## src/rtl/srw_pkg.sv

```systemverilog
package srw_pkg;
  localparam int unsigned DATA_W   = 8;
  localparam int unsigned ADDR_W   = 4;
  localparam int unsigned FRAME_W  = 2 * DATA_W;
  localparam int unsigned LOW_BITS = 5;
  localparam int unsigned IDX_W    = $clog2(FRAME_W);

  typedef enum logic [2:0] {
    S_IDLE  = 3'd0,
    S_LO    = 3'd1,
    S_HI    = 3'd2,
    S_LATCH = 3'd3,
    S_HOLD  = 3'd4
  } srw_state_e;
endpackage

```

## src/rtl/srw_frame_map.sv

```systemverilog
module srw_frame_map
  import srw_pkg::*;
#(
  parameter bit ORDER_SEL = 1'b0
) (
  input  logic [ADDR_W-1:0]  addr_i,
  input  logic [DATA_W-1:0]  data_i,
  output logic [FRAME_W-1:0] slots_o   // slots_o[k] goes out at shift edge k
);
  localparam int unsigned PAD_D = DATA_W - LOW_BITS;
  localparam int unsigned PAD_A = DATA_W - ADDR_W;

  logic unused_mid_bits;
  assign unused_mid_bits = ^data_i[DATA_W-2:LOW_BITS];

  if (ORDER_SEL == 1'b0) begin : g_lsb_first
    for (genvar i = 0; i < LOW_BITS; i++) begin : g_d
      assign slots_o[i] = data_i[i];
    end
  end else begin : g_msb_first
    for (genvar i = 0; i < LOW_BITS; i++) begin : g_d
      assign slots_o[i] = data_i[LOW_BITS-1-i];
    end
  end

  for (genvar i = 0; i < PAD_D; i++) begin : g_dpad
    assign slots_o[LOW_BITS+i] = data_i[DATA_W-1];
  end

  for (genvar i = 0; i < ADDR_W; i++) begin : g_a
    assign slots_o[DATA_W+i] = addr_i[ADDR_W-1-i];
  end

  // address byte is zero-extended, so its top bit is always 0
  for (genvar i = 0; i < PAD_A; i++) begin : g_apad
    assign slots_o[DATA_W+ADDR_W+i] = 1'b0;
  end
endmodule

```

## src/rtl/srw_phase_timer.sv

```systemverilog
module srw_phase_timer #(
  parameter int unsigned CNT_W = 8
) (
  input  logic             clk_i,
  input  logic             rst_ni,
  input  logic             load_i,
  input  logic [CNT_W-1:0] load_val_i,
  output logic             done_o
);
  logic [CNT_W-1:0] cnt_q;

  always_ff @(posedge clk_i or negedge rst_ni) begin
    if (!rst_ni)               cnt_q <= '0;
    else if (load_i)           cnt_q <= load_val_i;
    else if (cnt_q != '0)      cnt_q <= cnt_q - 1'b1;
  end

  assign done_o = (cnt_q == '0);
endmodule

```

## src/rtl/srw_seq.sv

```systemverilog
module srw_seq
  import srw_pkg::*;
#(
  parameter int unsigned HALF_CYCLES = 2,
  parameter int unsigned HOLD_CYCLES = 100
) (
  input  logic               clk_i,
  input  logic               rst_ni,
  input  logic               valid_i,
  input  logic [FRAME_W-1:0] slots_i,
  output logic               ready_o,
  output logic               sclk_o,
  output logic               sdata_o,
  output logic               lclk_o,
  output logic               wr_no
);
  localparam int unsigned MAX_LEN = (HOLD_CYCLES > HALF_CYCLES) ? HOLD_CYCLES : HALF_CYCLES;
  localparam int unsigned CNT_W   = $clog2(MAX_LEN + 1);
  localparam logic [CNT_W-1:0] HALF_LD = CNT_W'(HALF_CYCLES - 1);
  localparam logic [CNT_W-1:0] HOLD_LD = CNT_W'(HOLD_CYCLES - 1);
  localparam logic [IDX_W-1:0] LAST_IDX = IDX_W'(FRAME_W - 1);

  srw_state_e         st_q, st_d;
  logic [IDX_W-1:0]   idx_q, idx_d;
  logic [FRAME_W-1:0] frame_q, frame_d;
  logic               ld;
  logic [CNT_W-1:0]   ld_val;
  logic               tmr_done;

  srw_phase_timer #(.CNT_W(CNT_W)) u_timer (
    .clk_i      (clk_i),
    .rst_ni     (rst_ni),
    .load_i     (ld),
    .load_val_i (ld_val),
    .done_o     (tmr_done)
  );

  always_comb begin
    st_d    = st_q;
    idx_d   = idx_q;
    frame_d = frame_q;
    ld      = 1'b0;
    ld_val  = HALF_LD;
    unique case (st_q)
      S_IDLE: if (valid_i) begin
        st_d    = S_LO;
        idx_d   = '0;
        frame_d = slots_i;
        ld      = 1'b1;
      end
      S_LO: if (tmr_done) begin
        st_d = S_HI;
        ld   = 1'b1;
      end
      S_HI: if (tmr_done) begin
        ld = 1'b1;
        if (idx_q == LAST_IDX) begin
          st_d = S_LATCH;
        end else begin
          st_d  = S_LO;
          idx_d = idx_q + 1'b1;
        end
      end
      S_LATCH: if (tmr_done) begin
        st_d   = S_HOLD;
        ld     = 1'b1;
        ld_val = HOLD_LD;
      end
      S_HOLD: if (tmr_done) st_d = S_IDLE;
      default: st_d = S_IDLE;
    endcase
  end

  // outputs registered from next state: no decode glitches on board pins
  always_ff @(posedge clk_i or negedge rst_ni) begin
    if (!rst_ni) begin
      st_q    <= S_IDLE;
      idx_q   <= '0;
      frame_q <= '0;
      ready_o <= 1'b1;
      sclk_o  <= 1'b0;
      sdata_o <= 1'b0;
      lclk_o  <= 1'b0;
      wr_no   <= 1'b1;
    end else begin
      st_q    <= st_d;
      idx_q   <= idx_d;
      frame_q <= frame_d;
      ready_o <= (st_d == S_IDLE);
      sclk_o  <= (st_d == S_HI);
      sdata_o <= ((st_d == S_LO) || (st_d == S_HI)) ? frame_d[idx_d] : 1'b0;
      lclk_o  <= (st_d == S_LATCH);
      wr_no   <= (st_d != S_HOLD);
    end
  end
endmodule

```

## src/rtl/sr_write_serializer.sv

```systemverilog
module sr_write_serializer
  import srw_pkg::*;
#(
  parameter int unsigned CLK_HZ      = 100_000_000,
  parameter int unsigned HALF_CYCLES = 2,
  parameter int unsigned HOLD_NS     = 1000,
  parameter int unsigned HOLD_CYCLES = (CLK_HZ / 1000 * HOLD_NS + 999_999) / 1_000_000,
  parameter bit          ORDER_SEL   = 1'b0
) (
  input  logic              clk_i,
  input  logic              rst_ni,
  input  logic              req_valid_i,
  output logic              req_ready_o,
  input  logic [ADDR_W-1:0] req_addr_i,
  input  logic [DATA_W-1:0] req_data_i,
  output logic              sclk_o,
  output logic              sdata_o,
  output logic              lclk_o,
  output logic              wr_no
);
  logic [FRAME_W-1:0] slots;

  srw_frame_map #(.ORDER_SEL(ORDER_SEL)) u_map (
    .addr_i  (req_addr_i),
    .data_i  (req_data_i),
    .slots_o (slots)
  );

  srw_seq #(
    .HALF_CYCLES (HALF_CYCLES),
    .HOLD_CYCLES (HOLD_CYCLES)
  ) u_seq (
    .clk_i   (clk_i),
    .rst_ni  (rst_ni),
    .valid_i (req_valid_i),
    .slots_i (slots),
    .ready_o (req_ready_o),
    .sclk_o  (sclk_o),
    .sdata_o (sdata_o),
    .lclk_o  (lclk_o),
    .wr_no   (wr_no)
  );
endmodule

```

## config.mk

```make
export PLATFORM = sky130hd
export DESIGN_NAME = sr_write_serializer
export DESIGN_NICKNAME = d
export VERILOG_FILES = /design/src/rtl/srw_pkg.sv /design/src/rtl/srw_frame_map.sv /design/src/rtl/srw_phase_timer.sv /design/src/rtl/srw_seq.sv /design/src/rtl/sr_write_serializer.sv
export SDC_FILE = /design/constraint.sdc
export NUM_CORES = 1
export LEC_CHECK = 0
export BUFFER_PORTS_ARGS = -buffer_cell sky130_fd_sc_hd__buf_2
export CAP_MARGIN = 15
export CORE_ASPECT_RATIO = 1.2
export CORE_MARGIN = 3
export CORE_UTILIZATION = 30
export DETAILED_ROUTE_END_ITERATION = 8
export SYNTH_ARGS = -nofsm -noshare
export SYNTH_HDL_FRONTEND = slang
export SYNTH_SLANG_ARGS = --single-unit
```

## constraint.sdc

```tcl
create_clock -name clk_i -period 2.5 [get_ports clk_i]
set_input_delay 0.5 -clock clk_i [delete_from_list [all_inputs] [get_ports clk_i]]
set_output_delay 0.5 -clock clk_i [all_outputs]
set_load 0.1 [all_outputs]
```

After elaboration in Yosys (flattened, before gate mapping)
Index checks and enable logic that the tools add are counted.
Operators by class
  add/subtract/negate cells: 2
  $lt $le $gt $ge: 1
  equality and inequality tests: 9
  muxes and demuxes: 23
  reduce and logical (&&, ||, !) cells: 7
Operators by type and width (count)
  2-to-1 mux 16 bit: 2
  2-to-1 mux 7 bit: 4
  2-to-1 mux 3 bit: 5
  case mux 3 bit (5 select lines): 1
  equality test 3 x 2 -> 1 bit (second input constant): 4
  2-to-1 mux 4 bit: 3
  case mux 4 bit (2 select lines): 1
  zero test 7 bit: 1
  nonzero test 7 bit: 1
  subtractor 7 x 1 -> 7 bit (second input constant): 1
  equality test 3 x 1 -> 1 bit (second input constant): 2
  zero test 3 bit: 2
  < comparator 4 x 5 -> 1 bit (second input constant): 1
  adder 4 x 1 -> 4 bit (second input constant): 1
  binary-select mux 1 bit (select 4 bit): 1
  equality test 4 bit (second input constant): 1
  2-to-1 mux 1 bit: 4
  equality test 3 bit (second input constant): 1
  != test 3 bit (second input constant): 1
  OR reduction 3 bit: 1
  2-to-1 mux 2 bit: 1
  case mux 1 bit (2 select lines): 1
  nonzero test 2 bit: 1
  logical OR 1 bit: 1
Storage, ports and cells
  bits in registers: 35
  word-level logic and storage cells: 51

Logic depth before layout (Yosys ltp)
Gate-level depths: netlist (run 1).
  word-level depth: 7
  gate-level depth with buffers: 10
  gate-level depth less buffers: 9

Modules after synthesis
A second synthesis (run 1) with hierarchy kept.
Unflattened totals
  cells, all modules: 197
  area, all modules: 2157.1 um^2
By module, submodules not included
  srw_seq: instances 1, cells each 135, area an instance 1585.3 um^2, seq. area each 703.2 um^2
  srw_phase_timer: instances 1, cells each 45, area an instance 447.9 um^2, seq. area each 175.2 um^2
  srw_frame_map: instances 1, cells each 17, area an instance 123.9 um^2, seq. area each 0.0 um^2

Worst setup path before layout (run 1)
Ideal clock, no wire load.
  kind: register to register
  start: reg u_seq.u_timer.cnt_q[0]
  end: reg u_seq.sdata_o
  setup time: 0.072 ns
  arrival: 2.602 ns
  slack: -0.174 ns
  cell stages (with the launch flop): 11
  path buffers: 1
  cells stage by stage: dfrtp_1 -> inv_1 -> ha_1 -> or4b_4 -> o41ai_1 -> a31oi_1 -> buf_6 -> mux2i_1 -> mux2_1 -> mux4_2 -> nor2_1
Between the ends
  word-level cells in the longest chain between the ends: 6
  elaborated cells between the ends (all ways): 14
RTL lines
  start: declaration: line srw_phase_timer.sv:10  | logic [CNT_W-1:0] cnt_q;
  start signal: assignment: line srw_phase_timer.sv:14  | else if (load_i) cnt_q <= load_val_i;
  start signal: assignment: line srw_phase_timer.sv:15  | else if (cnt_q != '0) cnt_q <= cnt_q - 1'b1;
  zero test 7 bit: line srw_phase_timer.sv:18  | assign done_o = (cnt_q == '0);
  2-to-1 mux 4 bit: line srw_seq.sv:55  | S_HI: if (tmr_done) begin
  case mux 4 bit (2 select lines): line srw_seq.sv:44  | unique case (st_q)
  via u_seq.idx_d[0]: line srw_seq.sv:24  | logic [IDX_W-1:0] idx_q, idx_d;
  binary-select mux 1 bit (select 4 bit): line srw_seq.sv:91  | sdata_o <= ((st_d == S_LO) || (st_d == S_HI)) ? frame_d[idx_d] : 1'b0;
  2-to-1 mux 1 bit (implied by the code): line srw_seq.sv:91
  2-to-1 mux 1 bit: line srw_seq.sv:91
  end signal: assignment: line srw_seq.sv:91
  end: declaration: line srw_seq.sv:13  | output logic sdata_o,
The timed path passes the listed nets, and every way through them passes these cells. The select of a mux whose other input is x is not followed.
A chain may end at the register's enable or synchronous reset.

Worst setup path after layout (run 1)
  start: reg u_seq.u_timer.cnt_q[1]
  end: reg u_seq.sdata_o
Between the ends
  word-level cells in the longest chain between the ends: 6
  elaborated cells between the ends (all ways): 14
RTL lines (line)
  zero test 7 bit *: srw_phase_timer.sv:18
  2-to-1 mux 4 bit (tied with other cells): srw_seq.sv:55
  case mux 4 bit (2 select lines) / case mux 3 bit (5 select lines) (equally long branches): srw_seq.sv:44
  binary-select mux 1 bit (select 4 bit) (tied with other cells): srw_seq.sv:91
  2-to-1 mux 1 bit (implied by the code) / logical OR 1 bit (equally long branches): srw_seq.sv:91
  2-to-1 mux 1 bit *: srw_seq.sv:91
Every way passes the cells marked *; elsewhere a longest branch is shown, timed or not. The select of a mux whose other input is x is not followed.

==> results of run 1 <==
[worst max path at each step]
stage / start / cells after the start / slack [ps] / end
after floorplan: u_seq.u_timer.cnt_q[0] / 9 / -90 / u_seq.sdata_o
after global placement: u_seq.u_timer.cnt_q[1] / 10 / -200 / u_seq.sdata_o
after detailed placement: u_seq.u_timer.cnt_q[1] / 10 / -220 / u_seq.sdata_o
after CTS: u_seq.u_timer.cnt_q[1] / 10 / -190 / u_seq.sdata_o
after global routing: u_seq.u_timer.cnt_q[1] / 11 / -360 / u_seq.sdata_o
final: u_seq.u_timer.cnt_q[1] / 10 / -240 / u_seq.sdata_o
[stage by stage]
stage | setup TNS, ps | utilization [%] | std cells
finish | -242.1 | 40.36 | 255
global route | -360.2 | 40.36 | 255
CTS | -189.0 | 40.29 | 255
detailed placement | -218.4 | 37.68 | 246
global placement | -197.7 | 37.68 | 246
floorplan | -86.90 | - | 151
[kinds of logic (layout without fill, tap and decap cells)]
kind of cell	count (synthesis)	after routing	share of synthesized area, %
xor+xnor	1	1	0.5084
flops	35	35	50.98
mux	22	22	14.31
fa+ha+maj	2	2	1.452
buf+inv	14	56	3.849
simple gates	49	49	18.30
compound gates	28	28	10.60
[worst register-to-register path, stage by stage (launching register included)]
cell	delay, ps
dfrtp_1	390
inv_2	80
ha_4	140
or4b_4	500
o41ai_2	230
a31oi_1	130
buf_4	190
mux2i_1	150
mux2_4	280
mux4_2	480
nor2_1	100
[state kept, by name, indices dropped and copies added, names as in the netlist]
signal,flops
u_seq.sclk_o,1
u_seq.sdata_o,1
u_seq.lclk_o,1
u_seq.ready_o,1
u_seq.idx_q,4
u_seq.wr_no,1
u_seq.frame_q,16
u_seq.st_q,3
u_seq.u_timer.cnt_q,7
[cell usage after synthesis, types with 2 or more instances]
cell      count
nand3_1       2
nand2_1       5
and3_1        2
dfstp_2       2
mux2_2        8
mux2_1        3
nor2b_1       7
a211oi_1      2
or4_1         2
nand2b_1      2
mux2i_1      10
clkbuf_1      2
ha_1          2
a21oi_1       9
nor3_1        6
dfrtp_1      33
and2_1        2
nor2_1       11
inv_1         8
a31oi_1       4
o21ai_0       7
buf_2         2
[repair_timing]
| item | in CTS | in global routing |
|---|---|---|
| pin swaps | 2 | 0 |
| cloned | 0 | 0 |
| setup endpoints to repair | 1 | 1 |
| endpoints found under the hold margin | 0 | 0 |
| gates resized for setup | 5 | 1 |
| setup buffers | 1 | 0 |
[power by group through the flow]
stage	Clock, uW	Sequential (uW)	Combinational, uW
after floorplan	0	1070	624
after global placement	0	875	1130
after detailed placement	0	881	1140
after CTS	538	877	1180
after global routing	564	897	1300
final	532	876	1180
[layout make-up]
| class | count | area [um^2] |
|---|---|---|
| clock buffers | 5 | 68.82 |
| clock inverters | 3 | 47.55 |
| fillers | 531 | 3224 |
| inverters | 8 | 30.03 |
| multi-input cells | 102 | 805.8 |
| flip-flops and latches | 35 | 878.3 |
| well taps | 62 | 77.57 |
| repair buffers | 40 | 274.0 |
[metal layers]
layer,wire (um),vias to the layer above
li1,-,628
met1,1568,616
met5,0,-
met2,1675,21
met3,130,6
met4,64,0
==> results.json, run 1 <==
{
  "result_of_the_run": "complete, but fails checks",
  "violated_checks": "setup timing",
  "timing.critical_path.arrival_ps": 2970,
  "wire_length_of_the_first_global_routing_pass_um": 5927,
  "cts_made_buffers": 5,
  "mostFrequentLayoutCells": "dfrtp_1, buf_4, buf_2",
  "worstReg2RegStart": "u_seq.u_timer.cnt_q[1]",
  "start_util_pct": 31.87,
  "vias": 1271,
  "r2r_cells": 10,
  "crit_required_ps": 2730,
  "worst-setup-path-type": "flip-flop to flip-flop",
  "final_common_cell": "dfrtp_1",
  "ys_ff_latch": 35,
  "site_rows": 29,
  "combPwrFrac_pct": 45.6,
  "grt_overflow": 0,
  "rrSetupSlack_ps": -240,
  "max_freq_mhz": 364.7,
  "cp_cell_sequence": "inv_2 -> ha_4 -> or4b_4 -> o41ai_2 -> a31oi_1 -> buf_4 -> mux2i_1 -> mux2_4 -> mux4_2 -> nor2_1",
  "final_layout_size_suffix_gt1_share_pct": 36.27,
  "finish.instance_area_um2": 2182,
  "power.ir.vdd_worst_uv": 579.5,
  "quantity_of_i_o_buffers_inserted_on_ports": 17,
  "syn_area_um2": 1723,
  "globalRouteMet2Util_pct": 18.70,
  "firstDrtPassIters": 2,
  "antenna_violations_before_repair": 0,
  "setup.worst_path.start_class": "flip-flop",
  "netlist_top_cells_area": "dfrtp_1, mux2i_1, mux2_2, dfstp_2, a21oi_1",
  "path_delay_family": "multiplexers",
  "floorplan.die.height_um": 89.02,
  "final_critical_path_setup_slack_ps": -242.1,
  "core_box_area_um2": 5406,
  "fin_crit_ps": 2742,
  "via_density_per_instance": 4.984,
  "synth-seq-area-share_pct": 50.98,
  "totalPowerFinal_uw": 2589,
  "route.detailed.wl_per_inst_um": 13.48,
  "maxSlewHeadroom_pct": 48.71,
  "max-cap-violations": 0,
  "ctsLongestPathBuffers": 2,
  "dieArea_um2": 6692,
  "synthesis.yosys.warnings": 0,
  "power_density_nw_per_um2": 1186,
  "final_min_period_over_clock_period_pct": 109.7,
  "cts.reportedPaths.clkPinSlew_ps": 80,
  "half_perimeter_wire_length_after_placement_um": 2375,
  "hold_viol": 0,
  "clk_latency_ps": 300,
  "switchingPower_uw": 1002,
  "die_width_um": 75.18,
  "htreeDepth": 2,
  "grt_start_max_net_pins": 36,
  "synth_area_per_cell_um2": 11.41,
  "met1_usage_pct": 14.72,
  "dr.first_iter.drc_count": 98,
  "clock_tree_from_tritoncts": "done",
  "routed_wirelength_um": 3438,
  "number_of_enable_flip_flop_cells_after_synthesis": 0,
  "critical_path_fanout_max": 7,
  "grt_pass1_vias": 1273,
  "setup_repair_after_global_routing_missed_its_margin": "yes",
  "gr-usage-met3_pct": 3.375,
  "cell_internal_pwr_uw": 1587,
  "cpPeakStageDelay_ps": 500,
  "number_of_nets_in_the_layout": 209,
  "place_congestion": 0.8957,
  "tightest_slew_ps": 769.4,
  "floorplan.io_pins": 20,
  "grt.total_usage_pct": 11.79,
  "placed_area_um2": 2037,
  "ys_types": 42,
  "hp-class": "input port to asynchronous set/reset pin",
  "remaining_drc_errors": 0,
  "static-leakage-power_uw": 0.001003,
  "finalMaxSlewViolations": 0,
  "postRouteAntennaNets": 0,
  "synthesis.nets": 168,
  "worst_setup_path_end_kind": "flip-flop",
  "reg_to_reg_endpoint": "u_seq.sdata_o",
  "post_place_setup_slack_ps": -218.4,
  "sequentialPowerShare_pct": 33.8,
  "synth_top_cell_area_share_pct": 47.93,
  "diodes": 0,
  "cts.root.buffer_cell": "clkbuf_8",
  "synthCells": 151,
  "synth_largest_area_cell": "dfrtp_1",
  "tightest_hold_margin_ps": 265.6,
  "critical_path.slowest_cell": "or4b_4",
  "final.setup_skew_ps": 10.62,
  "switching_share_pct": 38.70,
  "cts.hold.buffers_added": 0,
  "postSynth.asyncResetShare_pct": 100.0,
  "most_used_dff_post_synth": "dfrtp_1",
  "power_frac_clock_pct": 20.6,
  "timing.critical_path.buf_inv": 2,
  "gr_busiest_metal": "met2",
  "clock-sinks": 35,
  "setup_viol": 1,
  "area_delta_synth_final_pct": 26.65
}
(Power assumes the default switching activity.)
==> inputs of run 2 (changes only) <==
--- a/config.mk
+++ b/config.mk
@@ -5,12 +5,14 @@
 export SDC_FILE = /design/constraint.sdc
 export NUM_CORES = 1
 export LEC_CHECK = 0
-export BUFFER_PORTS_ARGS = -buffer_cell sky130_fd_sc_hd__buf_2
+export BUFFER_PORTS_ARGS = -buffer_cell sky130_fd_sc_hd__clkbuf_2
 export CAP_MARGIN = 15
 export CORE_ASPECT_RATIO = 1.2
 export CORE_MARGIN = 3
 export CORE_UTILIZATION = 30
 export DETAILED_ROUTE_END_ITERATION = 8
+export RECOVER_POWER = 50
+export SETUP_SLACK_MARGIN = 0.1
 export SYNTH_ARGS = -nofsm -noshare
 export SYNTH_HDL_FRONTEND = slang
 export SYNTH_SLANG_ARGS = --single-unit
==> run 2 against run 1 <==
Compared with the run above: the flow finishes with violations (capacitance limit, slew limit, setup timing); global-route usage about the same; clock-buffer cell count unchanged; fmax rose by 0.38%; final area up 0.52%; register-to-register slack hardly changed; power grew 0.32%; sequential power is essentially flat; critical path depth fell by 1; utilization is 0.21 points higher; routed wire length barely moved.
==> results.json, run 2 (synthesized netlist as in run 1, its figures left out) <==
{
  "tns_ps": -231.9,
  "tightest_slew_ps": 1830,
  "number_of_nets_in_the_layout": 212,
  "clock_tree_from_tritoncts": "done",
  "biggestRegsByFlops": "u_seq.frame_q (16), u_seq.u_timer.cnt_q (7), u_seq.idx_q (4)",
  "maxSlewHeadroom_pct": -22.03,
  "totalPowerFinal_uw": 2597,
  "route.detailed.wl_per_inst_um": 13.31,
  "final_layout_size_suffix_gt1_share_pct": 37.24,
  "core_box_area_um2": 5406,
  "placed_area_um2": 2059,
  "die_width_um": 75.18,
  "dr.first_iter.drc_count": 59,
  "final_critical_path_setup_slack_ps": -231.9,
  "switchingPower_uw": 989.8,
  "fin_crit_ps": 2732,
  "clock-sinks": 35,
  "mostFrequentLayoutCells": "dfrtp_1, buf_4, clkbuf_2",
  "hold_viol": 0,
  "final_common_cell": "dfrtp_1",
  "quantity_of_i_o_buffers_inserted_on_ports": 17,
  "ctsLongestPathBuffers": 2,
  "crit_required_ps": 2720,
  "rrSetupSlack_ps": -230,
  "cts.reportedPaths.clkPinSlew_ps": 70,
  "final_min_period_over_clock_period_pct": 109.3,
  "result_of_the_run": "complete, but fails checks",
  "cts_made_buffers": 5,
  "grt.total_usage_pct": 11.76,
  "worst-setup-path-type": "flip-flop to flip-flop",
  "floorplan.die.height_um": 89.02,
  "hp-class": "input port to flip-flop",
  "start_util_pct": 31.87,
  "fill_cells": 532,
  "finalMaxSlewViolations": 36,
  "power_frac_clock_pct": 20.1,
  "placed_cells": 249,
  "antenna_violations_before_repair": 0,
  "dieArea_um2": 6692,
  "diodes": 0,
  "violated_checks": "capacitance limit, slew limit, setup timing",
  "half_perimeter_wire_length_after_placement_um": 2509,
  "firstDrtPassIters": 4,
  "grt_start_max_net_pins": 36,
  "combPwrFrac_pct": 46.1,
  "area_delta_synth_final_pct": 27.31,
  "remaining_drc_errors": 0,
  "site_rows": 29,
  "layoutNonFillerInstCount": 258,
  "max_freq_mhz": 366.0,
  "clk_latency_ps": 290,
  "cell_internal_pwr_uw": 1607,
  "switching_share_pct": 38.11,
  "via_density_per_instance": 4.973,
  "grt_pass1_vias": 1312,
  "floorplan.io_pins": 20,
  "setup_viol": 1,
  "place_congestion": 0.8597,
  "register_area_um2": 878.3,
  "routed_wirelength_um": 3435,
  "timing.critical_path.arrival_ps": 2950,
  "cts.root.buffer_cell": "clkbuf_8",
  "wire_length_of_the_first_global_routing_pass_um": 5996,
  "setup_repair_after_global_routing_missed_its_margin": "yes",
  "htreeDepth": 2,
  "postRouteAntennaNets": 0,
  "largest_reg_flops": 16,
  "vias": 1283,
  "power_density_nw_per_um2": 1184,
  "grt_overflow": 0,
  "worst_setup_path_end_kind": "flip-flop",
  "max-cap-violations": 1,
  "sequentialPowerShare_pct": 33.8,
  "post-route-util_pct": 40.57,
  "critical_path_fanout_max": 4,
  "final.setup_skew_ps": 15.66,
  "multi_input_area_um2": 799.5,
  "static-leakage-power_uw": 0.001018,
  "finish.instance_area_um2": 2193,
  "setup.worst_path.start_class": "flip-flop",
  "power.ir.vdd_worst_uv": 583.1,
  "registers.top_by_ff_count": "u_seq.frame_q"
}
==> run 2: cell types whose count changed in the layout (fill, tap and decap cells not counted), sizes merged <==
cell,before,now
clkbuf,5,22
buf,40,26
==> run 2: final timing paths <==
| kind | to | from | cells past startpoint |
|---|---|---|---|
| hold / removal | u_seq.frame_q[4] | req_data_i[4] | 3 |
| setup / recovery | u_seq.sdata_o | u_seq.u_timer.cnt_q[0] | 9 |
| min in group asynchronous | u_seq.frame_q[9] | rst_ni | 1 |
| setup reg to reg | u_seq.sdata_o | u_seq.u_timer.cnt_q[0] | 9 |
| hold reg to reg | u_seq.frame_q[6] | u_seq.frame_q[6] | 2 |
| max in group asynchronous | u_seq.st_q[1] | rst_ni | 1 |
==> run 2: metrics by stage <==
step	worst slack, ps	hold slack (ps)
after detailed placement	-208.8	457.5
after global routing	-398.7	448.0
final	-231.9	444.7
after CTS	-224.9	341.7
after global placement	-200.6	454.8
after floorplan	-86.90	204.4
==> run 2: timing repair <==
| item | CTS | global route |
|---|---|---|
| endpoints found under the setup margin | 1 | 1 |
| hold buffers | 0 | 0 |
| gates cloned | 0 | 0 |
| gates resized for setup | 3 | 4 |
| buffers inserted | 0 | 1 |
| pin swaps | 0 | 4 |
==> run 2: area by class of cell <==
| cell class | instances | share of cell area [%] |
|---|---|---|
| flip-flops and latches | 35 | 40.05 |
| multi-input cells | 102 | 36.45 |
| repair buffers | 43 | 13.29 |
| well taps | 62 | 3.537 |
| clock buffers | 5 | 3.137 |
| clock inverters | 3 | 2.168 |
| inverters | 8 | 1.369 |
==> run 2: power groups by stage <==
stage	logic (uW)	registers (uW)	clock network, uW
6_report	1200	879	522
4_1_cts	1180	878	538
5_1_grt	1330	905	559
3_3_place_gp	1150	879	0
2_1_floorplan	624	1070	0
3_5_place_dp	1170	884	0
==> run 2: routing by layer <==
layer  routed length (um)  global-route usage, %  share of wire [%]
met5                    0                      0                  0
met4                   43                  4.293                1.3
met3                  123                  3.037                3.6
met2                 1708                  19.10                 50
met1                 1559                  15.03                 45
==> run 2: critical path, cell delays in order, from the launching register on <==
cell and delay [ps]:
dfrtp_1 400, inv_2 80, ha_4 140, or4b_4 500, nor3_4 250, nand3_2 120
a31oi_4 290, mux2_4 320, mux4_2 470, nor2_1 100
==> inputs of run 3 (changes only) <==
--- a/config.mk
+++ b/config.mk
@@ -11,6 +11,7 @@
 export CORE_MARGIN = 3
 export CORE_UTILIZATION = 30
 export DETAILED_ROUTE_END_ITERATION = 8
+export MAX_ROUTING_LAYER = met4
 export RECOVER_POWER = 50
 export SETUP_SLACK_MARGIN = 0.1
 export SYNTH_ARGS = -nofsm -noshare
==> run 3 against run 2 <==
Compared with the run above: the flow still finishes with violations (capacitance limit, slew limit, setup timing); register-to-register slack is essentially flat; worst hold slack better by 0.81 ps; via count decreased by 0.86%; highest routed layer unchanged; critical endpoint unchanged; largest cell class unchanged; setup slack got worse by 2.9 ps; utilization stayed put.
==> results.json, run 3 (synthesized netlist as in run 1, its figures left out) <==
{
  "grt_start_max_net_pins": 36,
  "max-cap-violations": 1,
  "finalMaxSlewViolations": 36,
  "biggestRegsByFlops": "u_seq.frame_q (16), u_seq.u_timer.cnt_q (7), u_seq.idx_q (4)",
  "ctsLongestPathBuffers": 2,
  "postRouteAntennaNets": 0,
  "maxSlewHeadroom_pct": -22.51,
  "worst_setup_path_end_kind": "flip-flop",
  "remaining_drc_errors": 0,
  "dr.first_iter.drc_count": 86,
  "register_area_um2": 878.3,
  "timing.critical_path.arrival_ps": 2950,
  "static-leakage-power_uw": 0.001018,
  "routed_wirelength_um": 3419,
  "rrSetupSlack_ps": -230,
  "setup_repair_after_global_routing_missed_its_margin": "yes",
  "post_place_setup_slack_ps": -208.8,
  "tightest_slew_ps": 1838,
  "hp-class": "input port to flip-flop",
  "multi_input_area_um2": 799.5,
  "dieArea_um2": 6692,
  "setup_viol": 1,
  "largest_reg_flops": 16,
  "mostFrequentLayoutCells": "dfrtp_1, buf_4, clkbuf_2",
  "route.detailed.wl_per_inst_um": 13.25,
  "quantity_of_i_o_buffers_inserted_on_ports": 17,
  "start_util_pct": 31.87,
  "cts.reportedPaths.clkPinSlew_ps": 70,
  "die_width_um": 75.18,
  "vias": 1272,
  "half_perimeter_wire_length_after_placement_um": 2509,
  "cts_made_buffers": 5,
  "htreeDepth": 2,
  "final_min_period_over_clock_period_pct": 109.4,
  "hold_viol": 0,
  "firstDrtPassIters": 4,
  "place_congestion": 0.8735,
  "via_density_per_instance": 4.930,
  "fill_cells": 532,
  "power.ir.vdd_worst_uv": 582.3,
  "floorplan.die.height_um": 89.02,
  "core_box_area_um2": 5406,
  "grt.total_usage_pct": 12.11,
  "result_of_the_run": "complete, but fails checks",
  "number_of_nets_in_the_layout": 212,
  "grt_pass1_vias": 1311,
  "registers.top_by_ff_count": "u_seq.frame_q",
  "violated_checks": "capacitance limit, slew limit, setup timing",
  "final_common_cell": "dfrtp_1",
  "final_layout_size_suffix_gt1_share_pct": 37.24,
  "wire_length_of_the_first_global_routing_pass_um": 6003,
  "crit_required_ps": 2720,
  "max_freq_mhz": 365.7,
  "critical_path_fanout_max": 4,
  "cts.hold.buffers_added": 0,
  "fin_crit_ps": 2735,
  "final_critical_path_setup_slack_ps": -234.8,
  "antenna_violations_before_repair": 0,
  "grt_overflow": 0,
  "clock_tree_from_tritoncts": "done",
  "floorplan.io_pins": 20,
  "tns_ps": -234.8,
  "site_rows": 29,
  "final.setup_skew_ps": 15.16,
  "area_delta_synth_final_pct": 27.31,
  "tightest_hold_margin_ps": 445.5,
  "clock-sinks": 35,
  "setup.worst_path.start_class": "flip-flop",
  "power_density_nw_per_um2": 1183,
  "clk_latency_ps": 290,
  "cts.root.buffer_cell": "clkbuf_8",
  "worst-setup-path-type": "flip-flop to flip-flop",
  "diodes": 0
}
[run 3: cell counts in the layout (fill, tap and decap cells not counted)]
No cell type changed its count.
[run 3: critical path, cell delays in order (launching register included)]
cell	delay, ps
dfrtp_1	400
inv_2	80
ha_4	140
or4b_4	500
nor3_4	250
nand3_2	130
a31oi_4	290
mux2_4	320
mux4_2	470
nor2_1	100
[run 3: worst paths after layout]
check	startpoint	end	depth (start not counted)
max	u_seq.u_timer.cnt_q[0]	u_seq.sdata_o	9
min	req_data_i[4]	u_seq.frame_q[4]	3
max reg2reg	u_seq.u_timer.cnt_q[0]	u_seq.sdata_o	9
min reg2reg	u_seq.frame_q[6]	u_seq.frame_q[6]	2
max in group asynchronous	rst_ni	u_seq.st_q[1]	1
min in group asynchronous	rst_ni	u_seq.frame_q[9]	1
[run 3: final cells by class]
type	instances	share of cell area (%)
Clock buffer	5	3.137
Tap cell	62	3.537
Clock inverter	3	2.168
Inverter	8	1.369
Sequential cell	35	40.05
Multi-Input combinational cell	102	36.45
Timing Repair Buffer	43	13.29
[run 3: metrics by stage]
stage | std cells | power [uW] | utilization, % | instance area (um^2)
2_1_floorplan | 151 | 1698 | - | 1733
3_3_place_gp | 249 | 2025 | 38.09 | 2059
3_5_place_dp | 249 | 2051 | 38.09 | 2059
4_1_cts | 257 | 2597 | 40.38 | 2183
5_1_grt | 258 | 2797 | 40.57 | 2193
6_report | 258 | 2595 | 40.57 | 2193
[run 3: power by group]
| group | switching [uW] | internal [uW] |
|---|---|---|
| registers | 111 | 768 |
| logic | 658 | 537 |
| clock network | 219 | 302 |
| total | 988 | 1610 |
[run 3: routing by layer]
| metal | wire, um | share of wire (%) | track usage (%) |
|---|---|---|---|
| met1 | 1553 | 45 | 15.03 |
| met5 | 0 | 0 | - |
| met4 | 31 | 0.91 | 4.293 |
| met3 | 122 | 3.6 | 3.037 |
| met2 | 1711 | 50 | 19.10 |
[run 3: repair_timing]
| action | CTS | global route |
|---|---|---|
| gates cloned | 0 | 0 |
| setup buffers | 0 | 1 |
| gates resized for setup | 3 | 4 |
| setup endpoints to repair | 1 | 1 |
| pin swaps | 0 | 4 |
